==> src/rtl/spi_byte_pkg.sv <==
package spi_byte_pkg;

   localparam int unsigned REG_AW = 3;

   localparam logic [REG_AW-1:0] RA_MODE = 3'd0;
   localparam logic [REG_AW-1:0] RA_RXD  = 3'd1;
   localparam logic [REG_AW-1:0] RA_TXD  = 3'd2;
   localparam logic [REG_AW-1:0] RA_CTRL = 3'd3;
   localparam logic [REG_AW-1:0] RA_STAT = 3'd4;
   localparam logic [REG_AW-1:0] RA_DIV  = 3'd6;

   localparam int unsigned CB_GO   = 0;
   localparam int unsigned SB_RDY  = 0;
   localparam int unsigned SB_BUSY = 1;

   localparam int unsigned MODE_W = 5;

   // packed from bit 4 down to bit 0
   typedef struct packed {
      logic lead_sample;
      logic enable;
      logic lsb_first;
      logic idle_high;
      logic loopback;
   } mode_t;

endpackage

==> src/rtl/spi_bit_rev.sv <==
module spi_bit_rev #(
   parameter int unsigned W = 8
) (
   input  logic [W-1:0] din,
   output logic [W-1:0] dout
);
   for (genvar i = 0; i < W; i++) begin : g_swap
      assign dout[i] = din[W-1-i];
   end
endmodule

==> src/rtl/spi_clk_div.sv <==
module spi_clk_div #(
   parameter int unsigned DIV_W = 8
) (
   input  logic             clk,
   input  logic             rst_n,
   input  logic             run,
   input  logic [DIV_W-1:0] div,
   output logic             tick
);
   localparam int unsigned CW = DIV_W + 1;

   logic [CW-1:0] cnt_q;
   logic [CW-1:0] limit;

   // half SCK period is 2*(div+1) clocks, so the terminal count is 2*div+1
   assign limit = {div, 1'b1};
   assign tick  = run & (cnt_q == limit);

   always_ff @(posedge clk or negedge rst_n) begin
      if (!rst_n) begin
         cnt_q <= '0;
      end else if (!run || tick) begin
         cnt_q <= '0;
      end else begin
         cnt_q <= cnt_q + 1'b1;
      end
   end
endmodule

==> src/rtl/spi_shift_core.sv <==
module spi_shift_core #(
   parameter int unsigned DATA_W = 8
) (
   input  logic              clk,
   input  logic              rst_n,
   input  logic              go,
   input  logic              tick,
   input  logic              lead_sample,
   input  logic              lsb_first,
   input  logic              loopback,
   input  logic              miso,
   input  logic [DATA_W-1:0] tx_byte,
   output logic              busy,
   output logic              shifting,
   output logic              done_now,
   output logic              phase,
   output logic              mosi_bit,
   output logic [DATA_W-1:0] rx_byte
);
   localparam int unsigned EDGES = 2 * DATA_W;
   localparam int unsigned EW    = $clog2(EDGES);
   localparam logic [EW-1:0] LAST_EDGE = EW'(EDGES - 1);

   if (DATA_W < 2) begin : g_bad_width
      $error("spi_shift_core: DATA_W must be at least 2");
   end

   logic              busy_q, done_q, phase_q;
   logic [EW-1:0]     edge_q;
   logic [DATA_W-1:0] tx_sh, rx_sh, rx_next, rx_fin, tx_rev, rx_rev, rx_q;
   logic              lead_edge, sample_now, launch_now, in_bit;

   assign lead_edge  = ~edge_q[0];
   assign sample_now = tick & (lead_edge == lead_sample);
   // the first leading edge never launches: bit 0 is already on the wire
   assign launch_now = tick & (lead_edge != lead_sample) & (edge_q != '0);
   assign in_bit     = loopback ? tx_sh[DATA_W-1] : miso;
   assign rx_next    = {rx_sh[DATA_W-2:0], in_bit};
   assign rx_fin     = sample_now ? rx_next : rx_sh;
   assign done_now   = tick & (edge_q == LAST_EDGE);

   // the shifters always run MSB-first; LSB-first is a reversal at load and capture
   spi_bit_rev #(.W(DATA_W)) u_tx_rev (.din(tx_byte), .dout(tx_rev));
   spi_bit_rev #(.W(DATA_W)) u_rx_rev (.din(rx_fin),  .dout(rx_rev));

   always_ff @(posedge clk or negedge rst_n) begin
      if (!rst_n) begin
         busy_q  <= 1'b0;
         done_q  <= 1'b0;
         phase_q <= 1'b0;
         edge_q  <= '0;
         tx_sh   <= '0;
         rx_sh   <= '0;
         rx_q    <= '0;
      end else if (go) begin
         busy_q  <= 1'b1;
         done_q  <= 1'b0;
         phase_q <= 1'b0;
         edge_q  <= '0;
         tx_sh   <= lsb_first ? tx_rev : tx_byte;
         rx_sh   <= '0;
      end else begin
         if (done_q) begin
            busy_q <= 1'b0;
            done_q <= 1'b0;
         end
         if (tick) begin
            phase_q <= ~phase_q;
            edge_q  <= done_now ? '0 : edge_q + 1'b1;
         end
         if (sample_now) begin
            rx_sh <= rx_next;
         end
         if (launch_now) begin
            tx_sh <= {tx_sh[DATA_W-2:0], 1'b0};
         end
         if (done_now) begin
            done_q <= 1'b1;
            rx_q   <= lsb_first ? rx_rev : rx_fin;
         end
      end
   end

   assign busy     = busy_q;
   assign shifting = busy_q & ~done_q;
   assign phase    = phase_q;
   assign mosi_bit = tx_sh[DATA_W-1];
   assign rx_byte  = rx_q;

   AST_BUSY_LINGER: assert property (@(posedge clk) disable iff (!rst_n)
      done_now |=> busy_q) else $error("busy fell with completion");
   AST_BUSY_DROP: assert property (@(posedge clk) disable iff (!rst_n)
      done_q |=> !busy_q) else $error("busy held past completion");
endmodule

==> src/rtl/spi_byte_master.sv <==
module spi_byte_master
   import spi_byte_pkg::*;
#(
   parameter int unsigned DATA_W = 8,
   parameter int unsigned DIV_W  = 8
) (
   input  logic              clk,
   input  logic              rst_n,
   input  logic              bus_sel,
   input  logic              bus_wr,
   input  logic [REG_AW-1:0] bus_addr,
   input  logic [DATA_W-1:0] bus_wdata,
   output logic [DATA_W-1:0] bus_rdata,
   output logic              irq,
   output logic              sck,
   output logic              mosi,
   input  logic              miso
);
   if (DATA_W < MODE_W) begin : g_bad_data_w
      $error("spi_byte_master: DATA_W too small for the config field");
   end
   if (DIV_W < 1 || DIV_W > DATA_W) begin : g_bad_div_w
      $error("spi_byte_master: DIV_W must lie in 1..DATA_W");
   end

   mode_t             mode_q;
   logic [DATA_W-1:0] txd_q;
   logic [DIV_W-1:0]  div_q;
   logic              rdy_q;

   logic              wr_hit, rd_rx, start_req, go;
   logic              busy, shifting, done_now, tick, phase, mosi_bit;
   logic [DATA_W-1:0] rx_byte;

   assign wr_hit    = bus_sel & bus_wr;
   assign rd_rx     = bus_sel & ~bus_wr & (bus_addr == RA_RXD);
   assign start_req = wr_hit & (bus_addr == RA_CTRL) & bus_wdata[CB_GO];
   assign go        = start_req & mode_q.enable & ~busy;

   always_ff @(posedge clk or negedge rst_n) begin
      if (!rst_n) begin
         mode_q <= '0;
         txd_q  <= '0;
         div_q  <= '0;
      end else if (wr_hit) begin
         case (bus_addr)
            RA_MODE: mode_q <= mode_t'(bus_wdata[MODE_W-1:0]);
            RA_TXD:  txd_q  <= bus_wdata;
            RA_DIV:  div_q  <= bus_wdata[DIV_W-1:0];
            default: ;
         endcase
      end
   end

   // completion wins over a read in the same cycle
   always_ff @(posedge clk or negedge rst_n) begin
      if (!rst_n) begin
         rdy_q <= 1'b0;
      end else if (done_now) begin
         rdy_q <= 1'b1;
      end else if (rd_rx) begin
         rdy_q <= 1'b0;
      end
   end

   always_comb begin
      bus_rdata = '0;
      case (bus_addr)
         RA_MODE: bus_rdata[MODE_W-1:0] = mode_q;
         RA_RXD:  bus_rdata = rx_byte;
         RA_TXD:  bus_rdata = txd_q;
         RA_STAT: begin
            bus_rdata[SB_BUSY] = busy;
            bus_rdata[SB_RDY]  = rdy_q;
         end
         RA_DIV:  bus_rdata[DIV_W-1:0] = div_q;
         default: bus_rdata = '0;
      endcase
   end

   spi_clk_div #(.DIV_W(DIV_W)) u_div (
      .clk   (clk),
      .rst_n (rst_n),
      .run   (shifting),
      .div   (div_q),
      .tick  (tick)
   );

   spi_shift_core #(.DATA_W(DATA_W)) u_core (
      .clk         (clk),
      .rst_n       (rst_n),
      .go          (go),
      .tick        (tick),
      .lead_sample (mode_q.lead_sample),
      .lsb_first   (mode_q.lsb_first),
      .loopback    (mode_q.loopback),
      .miso        (miso),
      .tx_byte     (txd_q),
      .busy        (busy),
      .shifting    (shifting),
      .done_now    (done_now),
      .phase       (phase),
      .mosi_bit    (mosi_bit),
      .rx_byte     (rx_byte)
   );

   assign sck  = mode_q.enable ? (mode_q.idle_high ^ phase) : mode_q.idle_high;
   assign mosi = mode_q.enable & mosi_bit;
   assign irq  = rdy_q;

   AST_SCK_REST: assert property (@(posedge clk) disable iff (!rst_n)
      !busy |-> (sck == mode_q.idle_high)) else $error("sck away from rest level");
   AST_GO_GATED: assert property (@(posedge clk) disable iff (!rst_n)
      (start_req && !mode_q.enable && !busy) |=> !busy) else $error("disabled port started");
   AST_RDY_ON_DONE: assert property (@(posedge clk) disable iff (!rst_n)
      done_now |=> irq) else $error("no interrupt at completion");
   AST_RDY_CLEAR: assert property (@(posedge clk) disable iff (!rst_n)
      (rd_rx && !done_now) |=> !irq) else $error("interrupt survived read");
endmodule

==> config.mk <==
export PLATFORM = sky130hd
export DESIGN_NAME = spi_byte_master
export DESIGN_NICKNAME = d
export VERILOG_FILES = /design/src/rtl/spi_byte_pkg.sv /design/src/rtl/spi_bit_rev.sv /design/src/rtl/spi_clk_div.sv /design/src/rtl/spi_shift_core.sv /design/src/rtl/spi_byte_master.sv
export SDC_FILE = /design/constraint.sdc
export NUM_CORES = 1
export LEC_CHECK = 0
export ABC_AREA = 1
export BUFFER_PORTS_ARGS = -buffer_cell sky130_fd_sc_hd__buf_2
export CAP_MARGIN = 20
export CELL_PAD_IN_SITES_DETAIL_PLACEMENT = 1
export CELL_PAD_IN_SITES_GLOBAL_PLACEMENT = 1
export CORE_ASPECT_RATIO = 0.9
export CORE_MARGIN = 5
export CORE_UTILIZATION = 40
export DETAILED_ROUTE_END_ITERATION = 7
export PLACE_DENSITY = 0.7
export SLEW_MARGIN = 10
export SYNTH_ARGS = -nofsm -noshare
export SYNTH_HDL_FRONTEND = slang
export SYNTH_SLANG_ARGS = --single-unit
==> constraint.sdc <==
create_clock -name clk -period 4 [get_ports clk]
set_clock_uncertainty 0.1 [all_clocks]
set_input_delay 0.8 -clock clk [delete_from_list [all_inputs] [get_ports clk]]
set_output_delay 0.8 -clock clk [all_outputs]
set_load 0.01 [all_outputs]
# Word-level counts from Yosys, hierarchy flattened
# Index checks and enable logic that the tools add are counted.
dict set report word_totals {
  out_inout_bits 11
  ff_bits 62
  elab_cells 83
  in_bits 16
}
dict set report classes {
  n_addsub 2
  reduce_logical 12
  mux 23
  n_bitwise 21
  n_eq_ne 9
}
# op count
set ops {}
lappend ops {{8-bit 2-to-1 mux} 6}
lappend ops {{1-bit bitwise AND} 14}
lappend ops {{4-bit 2-to-1 mux} 3}
lappend ops {{3-bit case mux with 4 select lines} 1}
lappend ops {{1-bit 2-to-1 mux} 10}
lappend ops {{2-bit case mux with 5 select lines} 1}
lappend ops {{9-bit by 1-bit adder with 9-bit output (second input constant)} 1}
lappend ops {{9-bit == test} 1}
lappend ops {{9-bit 2-to-1 mux} 1}
lappend ops {{3-bit case mux with 3 select lines} 1}
lappend ops {{2-bit AND reduction} 4}
lappend ops {{2-bit nonzero test} 4}
lappend ops {{3-bit by 2-bit == test with 1-bit output (second input constant)} 2}
lappend ops {{3-bit == test (second input constant)} 2}
lappend ops {{1-bit NOT} 6}
lappend ops {{4-bit by 1-bit adder with 4-bit output (second input constant)} 1}
lappend ops {{4-bit == test (second input constant)} 1}
lappend ops {{4-bit nonzero test} 1}
lappend ops {{3-bit by 1-bit == test with 1-bit output (second input constant)} 1}
lappend ops {{3-bit zero test} 1}
lappend ops {{1-bit == test} 1}
lappend ops {{1-bit zero test} 1}
lappend ops {{1-bit logical OR} 1}
lappend ops {{1-bit inequality test} 1}
lappend ops {{1-bit XOR} 1}

# Depth between registers and ports, before layout
# Gate-level depths: netlist of the first run.
dict set report logic_depth {
  depth_word 7
  depth_mapped 12
  mapped_depth_nobuf 11
}

# Modules after synthesis
# Synthesis of the first run repeated with hierarchy kept, for this count alone.
dict set report unflattened {
  cells_unflattened 478
  hier_area_um2 3614.7
}
# module area_per_inst_um2 instances cells_per_inst seq_area_each_um2
set by_module_without_submodules {}
lappend by_module_without_submodules {spi_shift_core 1600.3 1 215 775.7}
lappend by_module_without_submodules {spi_byte_master 1311.3 1 168 550.5}
lappend by_module_without_submodules {spi_clk_div 583.1 1 79 225.2}
lappend by_module_without_submodules {spi_bit_rev 60.1 2 8 0.0}

# Least setup slack after synthesis of the first run
# OpenSTA, ideal clock, no wires.
dict set report synth_path {
  path_kind {input to output}
  from {input bus_addr[1]}
  to {output bus_rdata[1]}
  t_arrival_ps 1539
  n_path_buf 0
  required_ps 3100
  path_slack_ps 1561
  cell_stages 6
  path_cell_list {inv_1 > nor3_4 > inv_1 > o21ai_0 > a221oi_1 > nand2_1}
}
dict set report synth_via {
  elab_chain_cells 2
  word_cells_on_any_way 6
  cone_classes {eq/ne (4); mux (1); reduce/logical (1)}
}
# item line
set synth_lines {}
lappend synth_lines {{from (decl)} spi_byte_master.sv:11} ;# input logic [REG_AW-1:0] bus_addr,
lappend synth_lines {{3-bit == test, or another cell as far along} spi_byte_master.sv:68} ;# case (bus_addr)
lappend synth_lines {{2-bit case mux with 5 select lines *} spi_byte_master.sv:68}
lappend synth_lines {{to (decl)} spi_byte_master.sv:13} ;# output logic [DATA_W-1:0] bus_rdata,
# Mark *: on every way between the ends. The rest lies on a longest branch, timed or not.

# Worst setup path in the final report of the first run
dict set report layout_path {
  from {input bus_addr[0]}
  to {output bus_rdata[2]}
}
dict set report layout_via {
  elab_chain_cells 2
  word_cells_on_any_way 5
  cone_classes {eq/ne (3); mux (1); reduce/logical (1)}
}
# item line
set layout_lines {}
lappend layout_lines {{3-bit == test, or another cell as far along} spi_byte_master.sv:68}
lappend layout_lines {{3-bit case mux with 4 select lines *} spi_byte_master.sv:68}
# Marks and branches as above.

==> summary.md, run 1 <==
| Metric | Value |
|---|---|
| Count of final setup violators | 0 |
| Final Cycle Share | 70.8% |
| Gr ovfl total | 0 |
| Syn Area/Cell | about 7.8 um2 |
| Final instance area | roughly 3800 um2 |
| Post-route ant nets | 0 |
| Die Wd | ~110 um |
| Post-synthesis async set-or-reset flop share | 100% |
| Via density | about 5.4 |
| RSZ-0062 raised after global routing | no |
| Detailed-route via count | 3055 |
| Post-synthesis cell type count | 40 |
| Gate Count Post-Synth | about 430 |
| Post-CTS Setup Inserts | 0 |
| P_sw | 0.000706 W |
| Required time of the critical path | slightly above 3000 ps |
| Leading area contributor after synthesis | dfrtp_1 |
| DRC | 0 |
| Detailed Routing Iterations Pass 1 | 4 |
| ANT cells | 0 |
| GRT Util Overall | a little under 20% |
| FF-to-FF Start | div_q[6] |
| Number of synthesized register bits | just over 60 |
| Outcome | finished clean |
| DR iter-0 viols | around 100 |
| Clock power frac | between 20% and 30% |
| Initial antenna violation count | 0 |
| Wire per inst | 17.1 um |
| Place WS | roughly 1200 ps |
| Vias in the first global route | 3146 |
| Pwr per Cell Area | 495 nW/um2 |
| Slew headroom | between 40% and 50% |
| R2R depth | 8 |
| TritonCTS clock tree | built |
| Synthesized area | around 3400 um2 |
| Cell Area, Placed | about 3600 um2 |
| Worst hold path type | flop to flop |
| Max-slew violations | 0 |
| Comb pwr share | about a quarter |
| Cts bufs inserted | 9 |
| Sequential share of the synthesized area | 45.9% |
| Main synth FF type | dfrtp_1 |
| Final setup TNS | 0 ps |
| Critical path launch point type | input port |
| CP arrival | a little under 2000 ps |
| Leak | 1.87 nW |
| Pin count of the biggest net entering global routing | 63 |
| Top-area cell type share of the netlist area | between 40% and 50% |
| Area delta synth->final | 12.8% |
| Setup CP Type | input port to primary output |
| Power Internal | approximately 0.0012 W |
| Sw Share | between 30% and 40% |
| Fin Hold WS | ~380 ps |
| Synth warn | 0 |
| Hold Path Cell Cnt | 2 |
| Buffers on Ports | 26 |
| H-tree depth reported by CTS | 3 |
| Layout cells sized above 1 | 14.3% |
| Fin nets | between 400 and 500 |
| I/O pin total | 27 |
| Clk sinks | 62 |
| Die height | slightly below 100 um |
| Min Clock Period, post-route | 2830 ps |
| First-pass GRT wire length | about 16000 um |
| Hold Startpoint | u_core.rx_byte[6] |
| GP Congestion | roughly 0.93 |
| Routed WL | 9680 um |
| # hold bufs at CTS | 0 |
| VDD IR max | roughly 0.23 mV |
| Root buf cell | clkbuf_8 |
| Initial core utilization | 41.5% |
| Slew @ Worst Pin | 811 ps |
| Syn nets | 450 |
| Crit-path max FO | 9 |
| Core Footprint | 8150 um2 |
| Total Die Area | approximately 10000 um2 |
| Latest clock arrival within the worst-skew pair | 350 ps |
| Clk slew on worst S/H paths | about 70 ps |
| Setup crit end kind | primary output |
| Max Cap Viol | 0 |
| Synth top area cells | dfrtp_1 (46%), nand2_1 (13%), inv_1 (5.7%), nand3_1 (5.0%), o21ai_0 (3.6%) |
| CTS Buffer Depth | 2 |
| Sequential share of power | roughly 45% |
| Max Freq | 0.353 GHz |
| Worst setup margin | approximately 1200 ps |
| Post_cts resized | 0 |
| Post-synth EDFFs | 0 |
| Row count | 31 |
| Final Hold Fails | 0 |
| Worst Setup SP | bus_addr[0] |
| Detail Placement HPWL | 7360 um |
-- cell families (layout without fill, tap and decap cells) --
| group | Yosys count | in the layout | synth area share, % |
|---|---|---|---|
| flops | 62 | 62 | 45.9 |
| fa+ha+maj | 3 | 3 | 1.11 |
| compound gates | 71 | 71 | 12.1 |
| xor+xnor | 4 | 4 | 1.04 |
| simple gates | 223 | 223 | 31.2 |
| mux | 3 | 3 | 0.963 |
| buf+inv | 65 | 102 | 7.66 |
-- stage by stage --
step	power [W]	utilization, %	instances
floorplan	0.00116	-	431
global placement	0.00132	44.4	551
detailed placement	0.00134	44.4	551
CTS	0.00191	46.8	567
global route	0.00201	46.8	567
finish	0.00189	46.8	567
-- power groups by stage --
stage,Sequential (W),Combinational (W),Clock (W)
finish,0.000841,0.000490,0.000558
global route,0.000851,0.000558,0.000601
CTS,0.000839,0.000496,0.000575
detailed placement,0.000851,0.000492,0
global placement,0.000851,0.000473,0
floorplan,0.000807,0.000356,0
-- path summary, 6_finish.rpt --
kind	to	slack, ps
setup / recovery	bus_rdata[2]	1170
hold / removal	u_core.rx_byte[6]	380
setup reg to reg	u_core.rx_byte[4]	1920
hold reg to reg	u_core.rx_byte[6]	380
max in group asynchronous	u_core.edge_q[1]	2740
min in group asynchronous	u_core.tx_sh[4]	510
-- cell type report --
| cell class | instances | area, um2 |
|---|---|---|
| clock buffer | 9 | 124 |
| clock inverter | 7 | 73.8 |
| fill | 1041 | 4330 |
| inverter | 56 | 210 |
| multi-input combinational | 304 | 1570 |
| sequential | 62 | 1550 |
| tap | 99 | 124 |
| timing repair buffer | 30 | 160 |
-- layout by cell type (no fill, tap or decap), types with 2 or more instances in the layout --
master	count
nor3b_1	3
inv_1	51
clkinvlp_4	4
a22oi_1	4
o211ai_1	7
buf_2	26
nor2_2	2
o21ai_1	9
dfrtp_1	62
a21oi_1	18
nand2_1	118
nand4_1	13
buf_4	4
clkbuf_8	9
nor4_1	2
o2111ai_1	2
inv_2	5
nor3_4	2
nand3_1	34
nor3_1	11
nor2_1	25
a221oi_1	2
o21ai_0	24
nand2_2	5
mux2_2	2
nand3b_1	2
xor2_1	2
ha_1	3
a211oi_1	2
xnor2_1	2
-- synthesized netlist by cell type (2+ instances only) --
| cell type | n |
|---|---|
| a211oi_1 | 2 |
| a21oi_1 | 18 |
| a221oi_1 | 2 |
| a22oi_1 | 4 |
| buf_2 | 6 |
| dfrtp_1 | 62 |
| ha_1 | 3 |
| inv_1 | 51 |
| inv_2 | 5 |
| mux2_2 | 2 |
| nand2_1 | 118 |
| nand2_2 | 5 |
| nand3_1 | 34 |
| nand3b_1 | 2 |
| nand4_1 | 13 |
| nor2_1 | 25 |
| nor2_2 | 2 |
| nor3_1 | 11 |
| nor3_4 | 2 |
| nor3b_1 | 3 |
| nor4_1 | 2 |
| o2111ai_1 | 2 |
| o211ai_1 | 7 |
| o21ai_0 | 24 |
| o21ai_1 | 9 |
| xnor2_1 | 2 |
| xor2_1 | 2 |
-- worst max-delay path, stage by stage --
cell and delay, ps:
buf_2 150, nor3_2 530, nand2_1 100, o2111ai_1 170, buf_2 190
-- registers in the layout, summed over array words and instances, names as in the netlist, 4 cells and up --
register	cells
u_core.rx_byte	8
mode_q	5
u_core.edge_q	4
u_core.tx_sh	8
u_div.cnt_q	9
div_q	8
u_core.rx_sh	8
txd_q	8
-- layer usage --
layer | vias to the layer above | share of wire, % | track usage (%)
met5 | - | 0 | 0
met4 | 0 | 1.3 | 5.01
met3 | 13 | 2.9 | 4.98
met2 | 37 | 47 | 31.8
met1 | 1504 | 48 | 26.6
li1 | 1501 | - | -
(Power assumes the default switching activity.)
==> run 2: changes to the inputs <==
--- a/config.mk
+++ b/config.mk
@@ -14,7 +14,7 @@
 export CORE_MARGIN = 5
 export CORE_UTILIZATION = 40
 export DETAILED_ROUTE_END_ITERATION = 7
-export PLACE_DENSITY = 0.7
+export PLACE_DENSITY = 0.73
 export SLEW_MARGIN = 10
 export SYNTH_ARGS = -nofsm -noshare
 export SYNTH_HDL_FRONTEND = slang
==> constraint.sdc (replaced) <==
create_clock -name clk -period 2.4 [get_ports clk]
set_clock_uncertainty 0.1 [all_clocks]
set_input_delay 0.48 -clock clk [delete_from_list [all_inputs] [get_ports clk]]
set_output_delay 0.48 -clock clk [all_outputs]
set_load 0.01 [all_outputs]
==> run 2 against run 1 <==
Final area rose by 2.2%. Wire length rose by 1.8%. Largest cell class unchanged. Sequential power rose by 65%. Critical path depth rose by 2. Non-clock buffer count rose by 6.
==> summary.md, run 2 (synthesized netlist as in run 1, its figures left out) <==
| Metric | Value |
|---|---|
| Max Freq | between 0.4 and 0.5 GHz |
| Root buf cell | clkbuf_8 |
| Max-slew violations | 0 |
| Cts bufs inserted | 9 |
| Post-layout util | 47.8% |
| Crit-path max FO | 5 |
| Detailed Routing Iterations Pass 1 | 4 |
| Core Footprint | 8150 um2 |
| Setup CP Type | input port to primary output |
| GP Congestion | between 0.8 and 0.9 |
| Outcome | finished clean |
| First-pass GRT wire length | between 15000 and 20000 um |
| Total Die Area | slightly above 10000 um2 |
| Layout cells sized above 1 | between 15 and 20% |
| Max reg flops | 9 |
| Slew @ Worst Pin | 609 ps |
| TritonCTS clock tree | built |
| Pwr per Cell Area | approximately 840 nW/um2 |
| Area delta synth->final | 15.3% |
| Wire per inst | about 17 um |
| DR iter-0 viols | approximately 100 |
| Clk sinks | 62 |
| I/O pin total | 27 |
| ANT cells | 0 |
| Post-route ant nets | 0 |
| Post-CTS Setup Inserts | 0 |
| Worst R2R End | u_core.rx_byte[5] |
| CTS Buffer Depth | 2 |
| Count of final setup violators | 0 |
| Leak | ~1.9 nW |
| Gr ovfl total | 0 |
| Slew headroom | approximately three fifths |
| Layout Cells excl Fill | around 570 |
| Die Wd | roughly 110 um |
| Place WS | 227 ps |
| Final Hold Fails | 0 |
| Fin Hold WS | around 32 ps |
| Required time of the critical path | 1820 ps |
| CP arrival | 1610 ps |
| Setup crit end kind | primary output |
| R2R depth | 8 |
| Clk slew on worst S/H paths | 80 ps |
| Max Cap Viol | 0 |
| Leading cell type in the layout, fill and taps excluded | nand2_1 |
| Critical path launch point type | input port |
| Post_cts resized | 0 |
| H-tree depth reported by CTS | 3 |
| Via density | between 5 and 6 |
| Latest clock arrival within the worst-skew pair | roughly 340 ps |
| VDD IR max | between 0.4 and 0.5 mV |
| FF-to-FF Start | div_q[6] |
| Final setup TNS | 0 ps |
| Placed cells | 557 |
| Routed WL | 9850 um |
| # hold bufs at CTS | 0 |
| DRC | 0 |
| Detailed-route via count | 3071 |
| Row count | 31 |
| Detail Placement HPWL | about 7600 um |
| Reg with most FFs | u_div.cnt_q |
| Pin count of the biggest net entering global routing | 39 |
| Die height | around 100 um |
| Setup slack, reg-to-reg | 360 ps |
| Fin nets | 488 |
| Buffers on Ports | 26 |
| Initial antenna violation count | 0 |
| Min Clock Period, post-route | around 2200 ps |
| Worst setup margin | 209 ps |
| Final Cycle Share | between 90% and 100% |
| RSZ-0062 raised after global routing | no |
| Most frequent cells in the layout | nand2_1 (118), dfrtp_1 (62), inv_1 (51) |
| Initial core utilization | about 41% |
| Worst hold path type | input port to async pin |
| Vias in the first global route | ~3300 |
| GRT Util Overall | 20.5% |
==> run 2: per-layer routing <==
metal	vias up	part of all wire, %	global-route usage, %
met3	13	5.3	5.18
met4	0	1.3	4.52
met1	1476	45	26.8
met2	73	49	34.1
li1	1509	-	-
met5	-	0	0
==> run 2: worst max-delay path by stage <==
| stage | endpoint | from | cells after the start | slack (ps) |
|---|---|---|---|---|
| after floorplan | bus_rdata[1] | bus_addr[1] | 6 | 600 |
| after global placement | bus_rdata[0] | bus_addr[0] | 7 | 290 |
| after detailed placement | bus_rdata[0] | bus_addr[0] | 7 | 230 |
| after CTS | bus_rdata[0] | bus_addr[0] | 7 | 210 |
| after global routing | bus_rdata[0] | bus_addr[0] | 7 | 90 |
| final | bus_rdata[0] | bus_addr[0] | 7 | 210 |
==> run 2: worst max-delay path, cell delays in order <==
cell and delay (ps):
buf_2 170, nor2_1 90, nand2_1 130, inv_1 120, a221oi_1 310, nand3_1 140, buf_2 170
==> run 2: area by class of cell <==
class	instances	area, um2
clock inverters	7	98.8
multi-input cells	304	1570
clock buffers	9	124
well taps	99	124
fillers	1011	4250
flip-flops and latches	62	1550
inverters	56	210
repair buffers	36	218
==> run 2: stage by stage <==
stage | power [W] | area [um2]
4_1_cts | 0.00331 | 3890
3_3_place_gp | 0.00221 | 3670
2_1_floorplan | 0.00194 | 3380
5_1_grt | 0.00349 | 3890
6_report | 0.00327 | 3890
3_5_place_dp | 0.00225 | 3670
==> run 2: report_power, final <==
group	switching (W)	total, W	leakage, nW	internal, W
clock	0.000450	0.00104	0.109	0.000588
combinational	0.000557	0.000844	1.07	0.000287
sequential	0.000176	0.00139	0.744	0.00122
total	0.00118	0.00327	1.93	0.00209
